<file path="config.mk">
export PLATFORM = sky130hd
export DESIGN_NAME = touch_burst_filter
export DESIGN_NICKNAME = d
export VERILOG_FILES = /design/src/rtl/tbf_pkg.sv /design/src/rtl/tbf_datapath.sv /design/src/rtl/tbf_control.sv /design/src/rtl/touch_burst_filter.sv
export SDC_FILE = /design/constraint.sdc
export NUM_CORES = 1
export LEC_CHECK = 0
export ABC_AREA = 1
export BUFFER_PORTS_ARGS = -buffer_cell sky130_fd_sc_hd__buf_4
export CAP_MARGIN = 30
export CORE_MARGIN = 2
export CORE_UTILIZATION = 51
export CTS_CLUSTER_SIZE = 24
export DETAILED_ROUTE_END_ITERATION = 8
export PLACE_DENSITY = 0.81
export SETUP_SLACK_MARGIN = 0.05
export SLEW_MARGIN = 20
export SYNTH_ARGS = -nofsm -noshare
export SYNTH_HDL_FRONTEND = slang
export SYNTH_HIERARCHICAL = 1
export SYNTH_SLANG_ARGS = --single-unit
export TNS_END_PERCENT = 100
</file>
<file path="constraint.sdc">
create_clock -name clk -period 1.69 [get_ports clk]
set_input_delay 0.0845 -clock clk [delete_from_list [all_inputs] [get_ports clk]]
set_output_delay 0.0845 -clock clk [all_outputs]
set_load 0.05 [all_outputs]
</file>
<file path="src/rtl/tbf_pkg.sv">
package tbf_pkg;
  typedef struct packed {
    logic clear;
    logic capture;
    logic publish;
  } ctrlStrobe_t;
endpackage

</file>
<file path="src/rtl/tbf_datapath.sv">
module tbf_datapath
  import tbf_pkg::*;
#(
  parameter int DATA_W  = 32,
  parameter int COORD_W = 10,
  parameter int X_LSB   = 16,
  parameter int Y_LSB   = 0,
  parameter int PEN_BIT = 31,
  parameter int BURST   = 4,
  parameter int AVG_A   = 1,
  parameter int AVG_B   = 2,
  parameter int CNT_W   = $clog2(BURST + 1)
) (
  input  logic               clk,
  input  logic               rstN,
  input  ctrlStrobe_t        strobe,
  input  logic [DATA_W-1:0]  fifoData,
  output logic [CNT_W-1:0]   sampleCount,
  output logic               reportValid,
  output logic               touchDown,
  output logic [COORD_W-1:0] coordX,
  output logic [COORD_W-1:0] coordY
);
  localparam logic [COORD_W-1:0] FULL_SCALE = {COORD_W{1'b1}};
  localparam logic [CNT_W-1:0]   BURST_C    = CNT_W'(BURST);
  localparam logic [CNT_W-1:0]   IDX_A      = CNT_W'(AVG_A);
  localparam logic [CNT_W-1:0]   IDX_B      = CNT_W'(AVG_B);

  logic [COORD_W-1:0] invX, invY;
  logic [COORD_W:0]   sumX, sumY;
  logic               penLast;
  logic               isAvgSample;
  logic               burstGood;

  assign invX        = FULL_SCALE - fifoData[X_LSB +: COORD_W];
  assign invY        = FULL_SCALE - fifoData[Y_LSB +: COORD_W];
  assign isAvgSample = (sampleCount == IDX_A) || (sampleCount == IDX_B);
  assign burstGood   = (sampleCount == BURST_C) && !penLast;

  always_ff @(posedge clk or negedge rstN) begin
    if (!rstN) begin
      sampleCount <= '0;
      sumX        <= '0;
      sumY        <= '0;
      penLast     <= 1'b1;
    end else if (strobe.clear) begin
      sampleCount <= '0;
      sumX        <= '0;
      sumY        <= '0;
      penLast     <= 1'b1;
    end else if (strobe.capture) begin
      sampleCount <= sampleCount + 1'b1;
      penLast     <= fifoData[PEN_BIT];
      if (isAvgSample) begin
        sumX <= sumX + {1'b0, invX};
        sumY <= sumY + {1'b0, invY};
      end
    end
  end

  always_ff @(posedge clk or negedge rstN) begin
    if (!rstN) begin
      reportValid <= 1'b0;
      touchDown   <= 1'b0;
      coordX      <= '0;
      coordY      <= '0;
    end else begin
      reportValid <= strobe.publish;
      if (strobe.publish) begin
        touchDown <= burstGood;
        coordX    <= burstGood ? sumX[COORD_W:1] : '0;
        coordY    <= burstGood ? sumY[COORD_W:1] : '0;
      end
    end
  end
endmodule

</file>
<file path="src/rtl/tbf_control.sv">
module tbf_control
  import tbf_pkg::*;
#(
  parameter int BURST = 4,
  parameter int CNT_W = $clog2(BURST + 1)
) (
  input  logic             clk,
  input  logic             rstN,
  input  logic             startPulse,
  input  logic             fifoEmpty,
  input  logic             fifoOverrun,
  input  logic             fifoValid,
  input  logic [CNT_W-1:0] sampleCount,
  output logic             popReady,
  output ctrlStrobe_t      strobe
);
  localparam logic [CNT_W-1:0] BURST_C = CNT_W'(BURST);

  typedef enum logic [1:0] {ST_IDLE, ST_FLUSH, ST_COLLECT} ctrlState_t;
  ctrlState_t state, stateNext;

  always_comb begin
    stateNext = state;
    popReady  = 1'b0;
    strobe    = '0;
    case (state)
      ST_IDLE: begin
        if (startPulse) begin
          strobe.clear = 1'b1;
          stateNext    = fifoOverrun ? ST_FLUSH : ST_COLLECT;
        end
      end
      ST_FLUSH: begin
        if (fifoEmpty) stateNext = ST_IDLE;
        else           popReady  = 1'b1;
      end
      ST_COLLECT: begin
        if (sampleCount == BURST_C || fifoEmpty) begin
          strobe.publish = 1'b1;
          stateNext      = ST_IDLE;
        end else begin
          popReady       = 1'b1;
          strobe.capture = fifoValid;
        end
      end
      default: stateNext = ST_IDLE;
    endcase
  end

  always_ff @(posedge clk or negedge rstN) begin
    if (!rstN) state <= ST_IDLE;
    else       state <= stateNext;
  end
endmodule

</file>
<file path="src/rtl/touch_burst_filter.sv">
module touch_burst_filter
  import tbf_pkg::*;
#(
  parameter int DATA_W  = 32,
  parameter int COORD_W = 10,
  parameter int X_LSB   = 16,
  parameter int Y_LSB   = 0,
  parameter int PEN_BIT = 31,
  parameter int BURST   = 4,
  parameter int AVG_A   = 1,
  parameter int AVG_B   = 2
) (
  input  logic               clk,
  input  logic               rstN,
  input  logic               startPulse,
  input  logic               fifoEmpty,
  input  logic               fifoOverrun,
  input  logic               fifoValid,
  input  logic [DATA_W-1:0]  fifoData,
  output logic               popReady,
  output logic               reportValid,
  output logic               touchDown,
  output logic [COORD_W-1:0] coordX,
  output logic [COORD_W-1:0] coordY
);
  localparam int CNT_W = $clog2(BURST + 1);

  ctrlStrobe_t      strobe;
  logic [CNT_W-1:0] sampleCount;

  tbf_control #(.BURST(BURST), .CNT_W(CNT_W)) u_control (
    .clk         (clk),
    .rstN        (rstN),
    .startPulse  (startPulse),
    .fifoEmpty   (fifoEmpty),
    .fifoOverrun (fifoOverrun),
    .fifoValid   (fifoValid),
    .sampleCount (sampleCount),
    .popReady    (popReady),
    .strobe      (strobe)
  );

  tbf_datapath #(
    .DATA_W(DATA_W), .COORD_W(COORD_W), .X_LSB(X_LSB), .Y_LSB(Y_LSB),
    .PEN_BIT(PEN_BIT), .BURST(BURST), .AVG_A(AVG_A), .AVG_B(AVG_B), .CNT_W(CNT_W)
  ) u_datapath (
    .clk         (clk),
    .rstN        (rstN),
    .strobe      (strobe),
    .fifoData    (fifoData),
    .sampleCount (sampleCount),
    .reportValid (reportValid),
    .touchDown   (touchDown),
    .coordX      (coordX),
    .coordY      (coordY)
  );
endmodule

</file>
# After elaboration in Yosys (flattened, before gate mapping)
# Index checks and enable logic that the tools add are counted.
dict set report op_classes {
  eq_ne 8
  reduce_logical 9
  muxes 25
  n_addsub 5
}
# operator count
set op_table {}
lappend op_table {{11-bit 2-to-1 mux} 6}
lappend op_table {{11-bit by 10-bit adder with 11-bit output} 2}
lappend op_table {{10-bit 2-to-1 mux} 2}
lappend op_table {{10-bit subtractor, first input constant} 2}
lappend op_table {{2-bit 2-to-1 mux} 5}
lappend op_table {{1-bit 2-to-1 mux} 8}
lappend op_table {{3-bit 2-to-1 mux} 2}
lappend op_table {{2-bit case mux with 3 select lines} 1}
lappend op_table {{2-bit inequality test, second input constant} 2}
lappend op_table {{2-bit nonzero test} 2}
lappend op_table {{3-bit by 1-bit adder with 3-bit output, second input constant} 1}
lappend op_table {{3-bit by 1-bit == test with 1-bit output, second input constant} 1}
lappend op_table {{3-bit by 2-bit == test with 1-bit output, second input constant} 1}
lappend op_table {{3-bit == test, second input constant} 1}
lappend op_table {{3-bit AND reduction} 1}
lappend op_table {{2-bit by 1-bit == test with 1-bit output, second input constant} 1}
lappend op_table {{2-bit == test, second input constant} 1}
lappend op_table {{2-bit zero test} 1}
lappend op_table {{1-bit logical OR} 2}
lappend op_table {{2-bit by 1-bit inequality test with 1-bit output, second input constant} 1}
lappend op_table {{1-bit case mux with 2 select lines} 1}
lappend op_table {{2-bit AND reduction} 1}
lappend op_table {{1-bit logical AND} 1}
lappend op_table {{1-bit zero test} 1}
dict set report totals {
  reg_bits 50
  out_inout_bits 23
  wordCells 56
}

# Logic depth before layout (Yosys ltp)
# Gate-level depths: netlist of run 1.
dict set report logic_depth {
  depth_word 6
  ltp_mapped 12
  mapped_depth_nobuf 12
}

# Modules after synthesis
# The synthesis of run 1 kept the hierarchy.
# mod area_per_inst_um2 seq_area_each_um2 instances cells_per_inst
set modules_own_cells {}
lappend modules_own_cells {tbf_datapath 3095.5 1202.4 1 400}
lappend modules_own_cells {tbf_control 198.9 50.0 1 28}

# Least setup slack after synthesis of run 1
# Ideal clock, no wire load.
dict set report synth_timing {
  path_kind {flip-flop to output port}
  from {register u_control.state[0]}
  to {output popReady}
  path_stages_with_launch 5
  t_required_ns 1.605
  setup_slack_ns -0.262
  arrival_ns 1.868
  path_buffers 0
  path_cell_list {dfrtp_1 -> inv_1 -> ha_1 -> nand3_2 -> a21boi_0}
}
dict set report synth_between {
  elab_chain_len 2
  word_cells_on_any_way 3
}
# element line
set synth_lines {}
lappend synth_lines {{start, declared} tbf_control.sv:20} ;# ctrlState_t state, stateNext;
lappend synth_lines {{start signal, assigned} tbf_control.sv:52} ;# else state <= stateNext;
lappend synth_lines {{2-bit == test or 2-bit by 1-bit == test with 1-bit output (tied branches)} tbf_control.sv:26} ;# case (state)
lappend synth_lines {{1-bit case mux with 2 select lines (*)} tbf_control.sv:26}
lappend synth_lines {{end, declared} touch_burst_filter.sv:20} ;# output logic popReady,
# Every way passes the cells marked *; elsewhere a longest branch is shown, timed or not.

# Final worst setup path of run 1
dict set report layout_timing {
  from {register u_datapath.sumY[0]}
  to {register u_datapath.sumY[6]}
}
dict set report layout_between {
  elab_chain_len 4
}
# element line
set layout_lines {}
lappend layout_lines {{start, declared} tbf_datapath.sv:30} ;# logic [COORD_W:0] sumX, sumY;
lappend layout_lines {{start signal, assigned} tbf_datapath.sv:56} ;# sumY <= sumY + {1'b0, invY};
lappend layout_lines {{11-bit by 10-bit adder with 11-bit output} tbf_datapath.sv:56}
lappend layout_lines {{11-bit 2-to-1 mux} tbf_datapath.sv:54} ;# if (isAvgSample) begin
lappend layout_lines {{11-bit 2-to-1 mux} tbf_datapath.sv:51} ;# end else if (strobe.capture) begin
lappend layout_lines {{11-bit 2-to-1 mux} tbf_datapath.sv:46} ;# end else if (strobe.clear) begin
# No other way between the ends. The select of a mux whose other input is x is not followed.
# A chain may end at the register's enable or synchronous reset.

==> summary.md, run 1 <==
| Metric | Value |
|---|---|
| Syn_nets | `roughly 500` |
| Power per cell area | `roughly 880 nW/um2` |
| Max-cap viol count | `0` |
| Post-Synth XOR/XNOR Area | `0.5317%` |
| Worst hold slack | `15.61 ps` |
| Max Clock Freq | `616.5 MHz` |
| Worst relative slew slack | `57.63%` |
| Initial Utilization | `about 52%` |
| Post-Synth Adder-Cell Area | `~11%` |
| Drt drc | `0` |
| Drt pass-1 iters | `4` |
| Synthesized area | `roughly 3300 um2` |
| Port Buffers | `49` |
| Number of nets in the layout | `563` |
| CTS H-tree depth | `2` |
| Worst-Skew Late Latency | `between 300 and 400 ps` |
| Register area share after synthesis | `a little under two fifths` |
| Pleak | `0.002156 uW` |
| Status | `complete, no violations` |
| Final Setup Violations | `0` |
| Hold-critical path depth | `3` |
| Critical Path Most Common Cell | `nand2_1` |
| Total CTS buffers | `5` |
| Prevailing post-synth register cell | `dfrtp_1` |
| Post-DR wirelength/cell | `~13 um` |
| Max FO, Critical Path | `3` |
| Critical-path cell list | `ha_2 -> inv_2 -> fa_2 -> inv_2 -> nand3_2 -> nand3_4 -> nand2_1 -> nand2_1 -> nand2_1 -> nand2_1 -> o21ai_1` |
| Syn avg cell area | `just under 8 um2` |
| Final Util | `66.57%` |
| Critical path type | `reg2reg` |
| Worst Reg2Reg Path Length in Cells | `11` |
| DIE AREA | `7118 um2` |
| Req. time, crit path | `1900 ps` |
| Core area | `6314 um2` |
| CP Launch Type | `register` |
| TNS Setup | `0 ps` |
| Post-DR vias/cell | `5.131` |
| Gpl congestion | `0.9146` |
| Complex-gate fraction of the synthesized area | `13.60%` |
| Pin count of the biggest net entering global routing | `51` |
| Fraction of synthesized area in multiplexers | `0%` |
| Class of the worst hold path | `in2reg` |
| Area growth, synth to finish | `27.57%` |
| Fin. Hold Viols | `0` |
| Hold EP | `u_datapath/penLast` |
| Antenna-violating nets left | `0` |
| RSZ-0062 raised after global routing | `true` |
| First-pass GRT wire length | `12250 um` |
| Part of the cycle the worst path needs | `95.99%` |
| Placed wire-length estimate | `5196 um` |
| Total grt overflow | `0` |
| Worst vdd ir | `0.5359 mV` |
| Clock Path Buffers | `2` |
| Tmin final | `1622 ps` |
| Total I/O pin count | `61` |
| Clock sinks | `50` |
| DIE WIDTH | `84.37 um` |
| Worst endpoint data arrival time | `1830 ps` |
| Pins Over Slew Limit | `0` |
| # diodes | `0` |
| DRT iter0 DRCs | `140` |
| Via count | `2945` |
| Worst r2r src | `u_datapath/sumY[0]` |
| Unique cell type count in the Yosys netlist | `32` |
| Initial antenna violation count | `0` |
| Slowest stage delay, CP | `390 ps` |
| Share of cells above drive strength 1 | `between 20% and 30%` |
| Slowest CP cell | `fa_2` |
| EDFF count, synth | `0` |
| Ys Warns | `6` |
| Root Buffer | `clkbuf_8` |
| Cells after synthesis | `428` |
| Die height | `84.37 um` |
| Clock Skew | `roughly 5.3 ps` |
| Largest family of logic cells by synthesized area | `simple AND/OR/NAND/NOR gates` |
| #FFs+latches synth | `50` |
| Hold_sp | `fifoData[31]` |
| CTS tree | `built` |
| R2r endpoint | `u_datapath/sumY[6]` |
| Synth Area in Simple Gates | `23.17%` |
| Total power draw | `3686 uW` |
| Total GRT Usage | `21.02%` |
| Asr flop ratio synth | `100.0%` |
| Vias in the first global route | `~2.8k` |
| Setup slack, reg-to-reg | `a little under 70 ps` |
| Worst-path clk slew | `about 90 ps` |
| Routed WL | `7556 um` |
| Row cnt | `29` |
| Worst slew pin tran | `635.6 ps` |
| CP endpoint kind | `register` |
==> flip-flops by register name, indices dropped and copies added (netlist names) <==
name,flops
u_datapath/reportValid,1
u_datapath/sumY,11
u_datapath/coordX,10
u_datapath/penLast,1
u_datapath/sampleCount,3
u_control/state,2
u_datapath/touchDown,1
u_datapath/coordY,10
u_datapath/sumX,11
==> worst max-delay path by stage <==
stage                     slack (ps)                  to                from
after CTS                         50  u_datapath/sumX[6]  u_datapath/sumX[0]
after detailed placement         -50  u_datapath/sumX[6]  u_datapath/sumX[0]
final                             70  u_datapath/sumY[6]  u_datapath/sumY[0]
after global placement             6  u_datapath/sumX[6]  u_datapath/sumX[0]
after global routing             -10  u_datapath/sumY[8]  u_datapath/sumY[0]
after floorplan                  110  u_datapath/sumX[0]  u_control/state[0]
==> metal layers <==
layer | share of wire, % | global-route usage [%] | wire length, um
met5 | 0 | 0 | 0
met4 | 1.5 | 6.349 | 117
met1 | 43 | 26.56 | 3254
met2 | 52 | 36.87 | 3940
met3 | 3.2 | 3.736 | 244
==> worst max-delay path, delay by kind of cell (launching register included) <==
family          cells  cell delay, ps
fa+ha+maj           2             580
simple gates        6             390
compound gates      1              50
buf+inv             2             120
flops               1             370
==> area by class of cell <==
class                      instances  area [um2]
timing repair buffer              67       561.8
multi-input combinational        269        1805
clock buffer                       6       82.58
inverter                         103       391.6
fill                             524        2111
tap                               77       96.34
sequential                        50        1252
clock inverter                     2       12.51
==> power by group <==
group	switching, uW	internal (uW)
Sequential	101	1340
Clock	420	330
Combinational	961	531
Total	1480	2200
==> through the flow <==
stage / instance area (um2) / worst slack, ps / cells
6_report: 4203 / 67.81 / 574
5_1_grt: 4203 / -14.11 / 574
4_1_cts: 3973 / 53.98 / 570
3_5_place_dp: 3787 / -46.90 / 556
3_3_place_gp: 3787 / 6.239 / 556
2_1_floorplan: 3297 / 105.8 / 428
==> what timing repair did <==
item / CTS / global route
gates resized for setup: 6 / 48
pin swaps: 2 / 13
setup endpoints to repair: 19 / 23
hold buffers: 1 / 0
hold endpoints to repair: 49 / 0
gates cloned: 0 / 0
setup buffers: 5 / 4
==> cells by family after synthesis <==
kind of cell | count (synthesis)
compound gates | 61
xor+xnor | 2
fa+ha+maj | 29
buf+inv | 109
flops | 50
simple gates | 177
==> synthesized netlist by cell type, types with 2 or more instances <==
cell      count  area, um2
a21boi_0      3      22.52
o21ai_1       3      15.01
inv_2         2      7.510
ha_1         27      337.8
inv_1       100      375.4
dfrtp_1      49       1226
o21ai_0       7      35.03
clkbuf_1      3      11.26
o22ai_2      10      125.1
fa_1          2      40.04
nand3_2       3      30.03
xor2_1        2      17.52
a21oi_1      12      60.06
nand4_1       5      31.28
o22ai_1      20      125.1
nand2_2       6      37.54
nor2_1       35      131.4
nand2_1     105      394.1
a21oi_2       2      17.52
nand3_1      20      100.1
==> cells in the final DEF, fill, tap and decap left out, types with 2 or more instances in the layout <==
cell type and instances:
o22ai_1 20, dfrtp_1 49, inv_2 8, ha_2 6, o22ai_2 10, o21ai_0 4, clkbuf_8 6, fa_2 2
nand3_4 3, inv_4 2, nand3_2 4, a21oi_1 10, inv_1 93, buf_12 3, nand4_1 5, buf_6 5
o21ai_1 6, nand3_1 16, nand2_2 11, nand2_1 100, ha_1 14, nor2_1 33, a21oi_2 3, buf_4 58
ha_4 7
Note: power is estimated with default switching activity, not from simulation.
==> run 2, diff against run 1 <==
--- a/config.mk
+++ b/config.mk
@@ -9,14 +9,13 @@
 export BUFFER_PORTS_ARGS = -buffer_cell sky130_fd_sc_hd__buf_4
 export CAP_MARGIN = 30
 export CORE_MARGIN = 2
-export CORE_UTILIZATION = 51
+export CORE_UTILIZATION = 50
 export CTS_CLUSTER_SIZE = 24
 export DETAILED_ROUTE_END_ITERATION = 8
-export PLACE_DENSITY = 0.81
+export PLACE_DENSITY = 0.8
 export SETUP_SLACK_MARGIN = 0.05
 export SLEW_MARGIN = 20
 export SYNTH_ARGS = -nofsm -noshare
 export SYNTH_HDL_FRONTEND = slang
-export SYNTH_HIERARCHICAL = 1
 export SYNTH_SLANG_ARGS = --single-unit
 export TNS_END_PERCENT = 100
==> summary.md, run 2 <==
| Metric | Value |
|---|---|
| Status | `complete, no violations (unchanged)` |
| Port Buffers | `49 (unchanged)` |
| Power per cell area | `1010 nW/um2 (was 877.1 nW/um2)` |
| Asr flop ratio synth | `100.0% (unchanged)` |
| # diodes | `0 (unchanged)` |
| Total CTS buffers | `5 (unchanged)` |
| Top post-synthesis cells by area | `dfrtp_1, inv_1, nand2_1 (was dfrtp_1, nand2_1, inv_1)` |
| Routed WL | `7680 um (was 7556 um)` |
| DIE AREA | `7052 um2 (was 7118 um2)` |
| Total I/O pin count | `61 (unchanged)` |
| Max Clock Freq | `620.1 MHz (was 616.5 MHz)` |
| Clock sinks | `50 (unchanged)` |
| First-pass GRT wire length | `12050 um (was 12250 um)` |
| Vias in the first global route | `2783 (was 2822)` |
| Biggest regs | `u_datapath.sumX: 11 flops, u_datapath.sumY: 11 flops (was u_datapath/sumX: 11 flops, u_datapath/sumY: 11 flops)` |
| Placed wire-length estimate | `5289 um (was 5196 um)` |
| Req. time, crit path | `1890 ps (was 1900 ps)` |
| Total grt overflow | `0 (unchanged)` |
| Pins Over Slew Limit | `0 (unchanged)` |
| Setup slack, reg-to-reg | `80 ps (was 70 ps)` |
| Hold EP | `u_datapath.penLast (was u_datapath/penLast)` |
| RSZ-0062 raised after global routing | `true (unchanged)` |
| Worst-Skew Late Latency | `310 ps (about the same)` |
| Row cnt | `29 (unchanged)` |
| Max-cap viol count | `0 (unchanged)` |
| Area growth, synth to finish | `30.01% (was 27.57%)` |
| Via count | `2919 (was 2945)` |
| EDFF count, synth | `0 (unchanged)` |
| Worst slew pin tran | `639.5 ps (was 635.6 ps)` |
| Share of cells above drive strength 1 | `26.54% (was 28.17%)` |
| Total GRT Usage | `21.08% (was 21.02%)` |
| Clock Path Buffers | `2 (unchanged)` |
| Clock Skew | `8.432 ps (was 5.332 ps)` |
| Die height | `83.98 um (was 84.37 um)` |
| Gpl congestion | `0.9031 (was 0.9146)` |
| Worst slack, placed | `9.515 ps (was -46.90 ps)` |
| Initial antenna violation count | `0 (unchanged)` |
| Worst r2r src | `u_datapath.sumY[0] (was u_datapath/sumY[0])` |
| R2r endpoint | `u_datapath.sumY[6] (was u_datapath/sumY[6])` |
| Worst Reg2Reg Path Length in Cells | `8 (was 11)` |
| Top cell type's share of synthesized area | `38.34% (was 37.22%)` |
| Hold_sp | `fifoData[31] (unchanged)` |
| Dominant cell type by area after synthesis | `dfrtp_1 (unchanged)` |
| CTS tree | `built (unchanged)` |
| Syn avg cell area | `7.744 um2 (was 7.697 um2)` |
| Placed cells | `544 (was 556)` |
| Ys Warns | `0 (was 6)` |
| Worst relative slew slack | `57.37% (was 57.63%)` |
| DRT iter0 DRCs | `121 (was 140)` |
| Part of the cycle the worst path needs | `95.42% (was 95.99%)` |
| Fin. Hold Viols | `0 (unchanged)` |
| DIE WIDTH | `83.98 um (was 84.37 um)` |
| #FFs+latches synth | `50 (unchanged)` |
| Initial Utilization | `50.95% (was 52.18%)` |
| TNS Setup | `0 ps (unchanged)` |
| Pin count of the biggest net entering global routing | `51 (unchanged)` |
| Most frequent cells in the layout | `nand2_1, inv_1, buf_4, dfrtp_1, nor2_1 (unchanged)` |
| Antenna-violating nets left | `0 (unchanged)` |
| Worst Slack Setup Final | `77.34 ps (was 67.81 ps)` |
| Prevailing post-synth register cell | `dfrtp_1 (unchanged)` |
| Number of nets in the layout | `552 (was 563)` |
| Drt pass-1 iters | `4 (unchanged)` |
| Post-DR wirelength/cell | `13.64 um (was 13.16 um)` |
| Worst endpoint data arrival time | `1810 ps (was 1830 ps)` |
| Tmin final | `1613 ps (was 1622 ps)` |
| Root Buffer | `clkbuf_8 (unchanged)` |
| CP Launch Type | `register (unchanged)` |
| Most common cell after layout, fill and taps aside | `nand2_1 (unchanged)` |
| Dominant cell by count in the synthesized netlist | `inv_1 (was nand2_1)` |
| Cells after synthesis | `413 (was 428)` |
| Unique cell type count in the Yosys netlist | `31 (was 32)` |
| Core area | `6277 um2 (was 6314 um2)` |
| Layout Cells excl Fill | `563 (was 574)` |
| Pleak | `0.002144 uW (was 0.002156 uW)` |
| Drt drc | `0 (unchanged)` |
| Syn_nets | `480 (was 495)` |
| Critical path type | `reg2reg (unchanged)` |
| Final Setup Violations | `0 (unchanged)` |
| Max FO, Critical Path | `3 (unchanged)` |
| Class of the worst hold path | `in2reg (unchanged)` |
| Post-DR vias/cell | `5.185 (was 5.131)` |
| Synthesized area | `3198 um2 (was 3294 um2)` |
| Worst vdd ir | `0.5687 mV (was 0.5359 mV)` |
| Hold-critical path depth | `3 (unchanged)` |
| Worst-path clk slew | `100 ps (was 90 ps)` |
| Commonest cells in the synthesized netlist | `inv_1, nand2_1, dfrtp_1 (was nand2_1, inv_1, dfrtp_1)` |
| CP endpoint kind | `register (unchanged)` |
| Register area share after synthesis | `39.16% (was 38.02%)` |
| CTS H-tree depth | `2 (unchanged)` |
-- run 2: cell types whose count changed after synthesis, sizes merged, moves of 5 or more --
cell	delta
nand2	-14
inv	-5
xnor2	+6
nor2	-7
o21ai	+7
-- run 2: power by group --
group,switching [uW],total (uW),internal [uW]
Sequential,129,1520,1390
Combinational,1200,1970,772
Clock,419,710,292
Total,1750,4200,2450
-- run 2: how the worst max path moves through the flow --
| stage | slack, ps | end | start |
|---|---|---|---|
| 5_1_grt | 3 | u_datapath.sumY[6] | u_datapath.sumY[0] |
| 6_report | 80 | u_datapath.sumY[6] | u_datapath.sumY[0] |
| 3_3_place_gp | 40 | u_datapath.sumY[8] | u_datapath.sumY[0] |
| 4_1_cts | 40 | popReady | u_control.state[0] |
| 2_1_floorplan | 70 | u_datapath.sumY[8] | u_datapath.sumY[0] |
| 3_5_place_dp | 10 | u_datapath.sumY[6] | u_datapath.sumY[0] |
-- run 2: stage by stage --
stage | hold WS [ps] | utilization (%) | total power, uW | instance area (um2)
global placement | 152.5 | 59.06 | 3125 | 3707
detailed placement | 154.5 | 59.06 | 3175 | 3707
floorplan | -211.1 | - | 2726 | 3201
global route | 64.22 | 66.23 | 4454 | 4158
finish | 41.48 | 66.23 | 4198 | 4158
CTS | 32.66 | 61.79 | 3958 | 3879
-- run 2: per-layer routing --
metal	track usage (%)	up-vias	share of wire, %
li1	-	1448	-
met1	25.77	1372	42
met2	37.16	81	52
met3	3.462	18	4.5
met4	8.065	0	1.9
met5	0	-	0
-- run 2: what timing repair did --
action	4_1_cts	5_1_grt
setup endpoints to repair	14	40
hold buffers	2	0
hold endpoints to repair	50	0
resized for setup	10	39
pin swaps	2	8
gates cloned	0	0
buffers inserted	4	5
-- run 2: area by class of cell --
class	count	area (um2)
clock inverter	3	21.27
timing repair buffer	71	554.3
clock buffer	5	68.82
inverter	98	370.4
sequential	50	1252
fill	519	2120
multi-input combinational	259	1794
tap	77	96.34
-- run 2: cell families after synthesis --
family	Yosys count	synth area share, %
xor+xnor	6	1.643
simple gates	158	21.20
buf+inv	104	12.83
fa+ha+maj	29	11.82
flops	50	39.16
compound gates	66	13.34
-- run 2: worst max-delay path, cell delays in order (launching register included) --
cell and delay (ps):
dfrtp_1 390, ha_2 190, fa_2 350, nand3_2 110
nand3_4 100, nand2_1 80, nand2_1 70, o21ai_1 150
nand2_1 70
